==> config.mk <==
export PLATFORM = sky130hd
export DESIGN_NAME = regbus_slave
export DESIGN_NICKNAME = d
export VERILOG_FILES = /design/src/rtl/regbus_slave.sv
export SDC_FILE = /design/constraint.sdc
export NUM_CORES = 2
export LEC_CHECK = 0
export ABC_AREA = 1
export BUFFER_PORTS_ARGS = -buffer_cell sky130_fd_sc_hd__buf_2
export CELL_PAD_IN_SITES_DETAIL_PLACEMENT = 0
export CELL_PAD_IN_SITES_GLOBAL_PLACEMENT = 1
export CORE_AREA = 2 2 373 264
export CTS_CLUSTER_SIZE = 16
export DETAILED_ROUTE_END_ITERATION = 8
export DIE_AREA = 0 0 375 266
export PLACE_DENSITY = 0.85
export REMOVE_ABC_BUFFERS = 1
export SYNTH_ARGS = -nofsm -noshare
export SYNTH_HDL_FRONTEND = slang
export SYNTH_SLANG_ARGS = --single-unit
==> constraint.sdc <==
create_clock -name clk -period 3.37 [get_ports clk]
set_input_delay 0.674 -clock clk [delete_from_list [all_inputs] [get_ports clk]]
set_output_delay 0.674 -clock clk [all_outputs]
set_load 0.01 [all_outputs]
==> src/rtl/regbus_slave.sv <==
module regbus_slave #(
  parameter logic [6:0] DEV_ID = 7'h3A,
  parameter int AW = 7,
  parameter int DW = 8
) (
  input  logic clk,
  input  logic rst_n,
  input  logic scl_i,
  input  logic sda_i,
  output logic sda_oe
);
  localparam int DEPTH = 1 << AW;
  localparam logic [2:0] S_IDLE = 3'd0, S_DEV = 3'd1, S_RAB = 3'd2,
                         S_WR = 3'd3, S_RD = 3'd4, S_IGN = 3'd5;

  logic [2:0] scl_s, sda_s;
  logic [2:0] state;
  logic [3:0] cnt;
  logic [7:0] sr;
  logic [DW-1:0] tx;
  logic [AW-1:0] ptr;
  logic rw, ainc, mack;
  logic [DW-1:0] mem [DEPTH];

  always_ff @(posedge clk or negedge rst_n)
    if (!rst_n) begin
      scl_s <= '1;
      sda_s <= '1;
    end else begin
      scl_s <= {scl_s[1:0], scl_i};
      sda_s <= {sda_s[1:0], sda_i};
    end

  wire sda      = sda_s[1];
  wire scl_rise = scl_s[1] & ~scl_s[2];
  wire scl_fall = ~scl_s[1] & scl_s[2];
  wire start_ev = scl_s[1] & scl_s[2] & sda_s[2] & ~sda_s[1];
  wire stop_ev  = scl_s[1] & scl_s[2] & ~sda_s[2] & sda_s[1];
  wire match    = (sr[7:1] == DEV_ID);

  always_ff @(posedge clk or negedge rst_n)
    if (!rst_n) begin
      state  <= S_IDLE;
      cnt    <= '0;
      sr     <= '0;
      tx     <= '0;
      ptr    <= '0;
      rw     <= 1'b0;
      ainc   <= 1'b0;
      mack   <= 1'b0;
      sda_oe <= 1'b0;
      for (int i = 0; i < DEPTH; i++) mem[i] <= '0;
    end else if (start_ev) begin
      state  <= S_DEV;
      cnt    <= '0;
      sda_oe <= 1'b0;
    end else if (stop_ev) begin
      state  <= S_IDLE;
      cnt    <= '0;
      sda_oe <= 1'b0;
    end else if (scl_rise && state != S_IDLE) begin
      if (cnt < 4'd8) begin
        sr  <= {sr[6:0], sda};
        cnt <= cnt + 4'd1;
      end else if (cnt == 4'd8) begin
        mack <= ~sda;
        cnt  <= 4'd9;
      end
    end else if (scl_fall && state != S_IDLE) begin
      if (cnt == 4'd8) begin
        case (state)
          S_DEV: if (match) begin
                   sda_oe <= 1'b1;
                   rw     <= sr[0];
                 end else state <= S_IGN;
          S_RAB: begin
                   sda_oe <= 1'b1;
                   ainc   <= sr[7];
                   ptr    <= sr[AW-1:0];
                 end
          S_WR:  begin
                   sda_oe   <= 1'b1;
                   mem[ptr] <= sr[DW-1:0];
                   if (ainc) ptr <= ptr + 1'b1;
                 end
          S_RD:  begin
                   sda_oe <= 1'b0;
                   if (ainc) ptr <= ptr + 1'b1;
                 end
          default: ;
        endcase
      end else if (cnt == 4'd9) begin
        cnt    <= '0;
        sda_oe <= 1'b0;
        case (state)
          S_DEV: if (rw) begin
                   state  <= S_RD;
                   tx     <= mem[ptr];
                   sda_oe <= ~mem[ptr][DW-1];
                 end else state <= S_RAB;
          S_RAB: state <= S_WR;
          S_WR:  state <= ainc ? S_WR : S_RAB;
          S_RD:  if (mack) begin
                   tx     <= mem[ptr];
                   sda_oe <= ~mem[ptr][DW-1];
                 end else state <= S_IGN;
          default: ;
        endcase
      end else if (state == S_RD && cnt != 4'd0) begin
        sda_oe <= ~tx[3'd7 - cnt[2:0]];
      end
    end
endmodule

==> impl_metrics.env <==
export IMPL_critPathCaptureType="flop"
export IMPL_antenna_found_initial=1
export IMPL_grt_util_all_layers_pct=30.6
export IMPL_max_vdd_ir_drop_mv=0.441
export IMPL_synth_top_cell_area_share_pct=56.6
export IMPL_die_area_mm2=0.0998
export IMPL_finalMaxSlewViolations=0
export IMPL_hold_viol=0
export IMPL_areaGrowthSynthToFinish_pct=13.1
export IMPL_reg2reg_depth=13
export IMPL_viasPerCell=5.78
export IMPL_overflow=0
export IMPL_power_density_mw_per_mm2=524
export IMPL_path_clk_slew_ps=70
export IMPL_cts_root_buf="clkbuf_16"
export IMPL_routed_via_count=39400
export IMPL_ctsResizeCount=0
export IMPL_min_path_type="input pin to flop"
export IMPL_crit_path_end="tx[1]$_DFFE_PN0P_"
export IMPL_hpwl_um=95400
export IMPL_die_x_um=375
export IMPL_synth_seq_cells=1064
export IMPL_synth_seq_area_share_pct=57.0
export IMPL_syn_area_mm2=0.0468
export IMPL_grt_pass1_wl_um=235000
export IMPL_finalPower_mw=27.7
export IMPL_drtAntennaViolNets=0
export IMPL_synth_distinct_cells=50
export IMPL_synth_top_cell_by_area="dfrtp_1"
export IMPL_synthTopCellsByArea="dfrtp_1 (57%), nand2_1 (16%), o21ai_0 (6.8%), o21ai_1 (5.2%), clkbuf_1 (2.7%)"
export IMPL_period_minus_slack_ps=3330
export IMPL_finalSetupViolCount=0
export IMPL_cts_tree="built"
export IMPL_drtIter0Drc=4602
export IMPL_synth_edf_count=0
export IMPL_grt_pass1_vias=37700
export IMPL_dr_pass1_iters=6
export IMPL_worstPathRequired_ps=4010
export IMPL_crit_chain="inv_1 > nand2_1 > nor2_4 > buf_12 > buf_12 > nand2_1 > nand4_1 > o21ai_0 > nand2_1 > nand2_1 > nand3_1 > nor2_1 > nor2_1"
export IMPL_grt_start_max_net_pins=131
export IMPL_tightestPinTransition_ps=1030
export IMPL_mostFrequentLayoutCell="nand2_1"
export IMPL_synthCells=5503
export IMPL_nets=5465
export IMPL_p_leak_nw=23.8
export IMPL_drc=0
export IMPL_start_util_pct=48.4
export IMPL_start_kind="flop"
export IMPL_r2r_start="ptr[1]$_DFFE_PN0P_"
export IMPL_path_common_cell="nand2_1"
export IMPL_rsz0062_at_grt="true"
export IMPL_mostFrequentLayoutCells="nand2_1 (1947), dfrtp_1 (1057), o21ai_0 (634)"
export IMPL_setup_slack_ps=35.6
export IMPL_placed_cell_area_mm2=0.0493
export IMPL_maxSlewHeadroom_pct=31.1
export IMPL_post_route_util_pct=54.7
export IMPL_post_cts_buffers=0
export IMPL_drv_cap=0
export IMPL_min_period_over_period_pct=98.9
export IMPL_postRouteWirelength_um=151000
export IMPL_worst_r2r_endpoint="tx[1]$_DFFE_PN0P_"
export IMPL_clock_sinks=1064
export IMPL_diodes=0
export IMPL_place_ws_ps=270
export IMPL_core_region_area_mm2=0.0967
export IMPL_drive_gt1_share_pct=9.20
export IMPL_finClkSkew_ps=30.4
export IMPL_crit_slowest_cell="nor2_4"
export IMPL_status="complete, no violations"
export IMPL_path_max_fanout=23
export IMPL_wl_per_cell_um=22.1
export IMPL_r2r_setup_slack_ps=40
export IMPL_top_level_ports=5
export IMPL_yosysWarningCount=0
export IMPL_htree_num_levels=3
export IMPL_fillers=8720
export IMPL_portBuffers=4
export IMPL_gp_congestion=0.911
export IMPL_crit_type="flop to flop"
export IMPL_cts_made_buffers=103
export IMPL_clkLatencyLatePin_ps=720
export IMPL_finalInstanceArea_mm2=0.0529
export IMPL_max_stage_delay_ps=690
export IMPL_crit_start="ptr[1]$_DFFE_PN0P_"
export IMPL_clock_fmax_mhz=300
export IMPL_clk_path_buf_depth=3
export IMPL_async_flop_share_pct=100
export IMPL_row_count=96
export IMPL_crit_arrival_ps=3980
export IMPL_synth_top_flop_cell="dfrtp_1"
export IMPL_floorplan_die_height_um=266
export IMPL_syn_area_per_cell_um2=8.50
==> routing by layer <==
metal  GRT usage (%)  up-vias  wire length [um]
met2            43.8     1642             63300
met1            47.1    19400             69200
met4            8.32        0              4310
met3            6.09      281             13700
met5               0        -                 0
li1                -    18200                 -
==> Yosys cell counts, types with 3 or more instances <==
cell       number
inv_1         224
inv_2           9
o31ai_1         4
nor3_2          7
nand2_4        32
dfstp_2         6
nand2_1      1947
nor2_8          3
o21ai_1       488
clkbuf_1      341
o211ai_1        8
or2_2          10
o21ai_0       634
buf_4           3
nand4_1       119
a21oi_1        37
nor3_1          8
a22o_1         34
buf_2          37
nor2_1        161
nand3_1       118
buf_1          11
a221oi_1       44
a22oi_1        81
o2111ai_1      29
a211oi_1       16
ha_1            4
nor3_4          4
dfrtp_1      1058
==> how the worst min path moves through the flow <==
stage	to	depth (start not counted)	from	slack, ps
2_1_floorplan	scl_s[1]$_DFF_PN1_	0	scl_s[0]$_DFF_PN1_	350
3_3_place_gp	scl_s[1]$_DFF_PN1_	0	scl_s[0]$_DFF_PN1_	350
3_5_place_dp	scl_s[1]$_DFF_PN1_	0	scl_s[0]$_DFF_PN1_	350
4_1_cts	sda_s[0]$_DFF_PN1_	1	sda_i	20
5_1_grt	sda_s[0]$_DFF_PN1_	1	sda_i	40
6_report	sda_s[0]$_DFF_PN1_	1	sda_i	60
==> sequential cells by signal, indices dropped and copies added (netlist names) <==
| register | count |
|---|---|
| ainc | 1 |
| cnt | 4 |
| mack | 1 |
| mem | 1024 |
| ptr | 7 |
| rw | 1 |
| scl_s | 3 |
| sda_oe | 1 |
| sda_s | 3 |
| sr | 8 |
| state | 3 |
| tx | 8 |
==> power by group <==
group	leakage, nW	internal, mW	switching, mW	total (mW)
clock network	1.77	7.17	5.22	12.4
registers	14.8	12.8	0.0924	12.9
logic	7.20	0.333	2.06	2.40
==> final cells by class <==
type / instances / area (um^2) / share of cell area [%]
clock buffers: 151 / 3030 / 5.73
multi-input cells: 3810 / 17800 / 33.6
inverters: 236 / 912 / 1.72
repair buffers: 242 / 2380 / 4.50
clock inverters: 39 / 569 / 1.08
flip-flops and latches: 1064 / 26600 / 50.4
well taps: 1274 / 1590 / 3.01
==> cells by family after synthesis <==
kind of cell | count (synthesis) | synth area share [%]
xor gates and xnor gates | 1 | 0.0187
and+or+nand+nor | 2415 | 21.3
DFF | 1064 | 57.0
buffers and inverters | 629 | 5.20
adders and majority gates | 4 | 0.107
AOI/OAI and AO/OA | 1390 | 16.4
==> worst max-delay path: cells and delay by family (launching register included) <==
family | cells | cell delay [ps]
and+or+nand+nor | 9 | 1940
DFF | 1 | 460
buffers and inverters | 3 | 670
AOI/OAI and AO/OA | 1 | 140
==> through the flow <==
step,cells,setup TNS [ps],hold WS [ps]
finish,6816,0,58.3
global route,6816,-42.5,40.1
CTS,6816,0,22.0
detailed placement,6625,0,347
global placement,6625,0,347
floorplan,5110,-3484360,345
==> repair_timing <==
| action | 4_1_cts | 5_1_grt |
|---|---|---|
| hold buffers | 1 | 0 |
| setup endpoints to repair | 0 | 3 |
| endpoints found under the hold margin | 18 | 0 |
No activity file was read; power rests on OpenSTA's default activity.
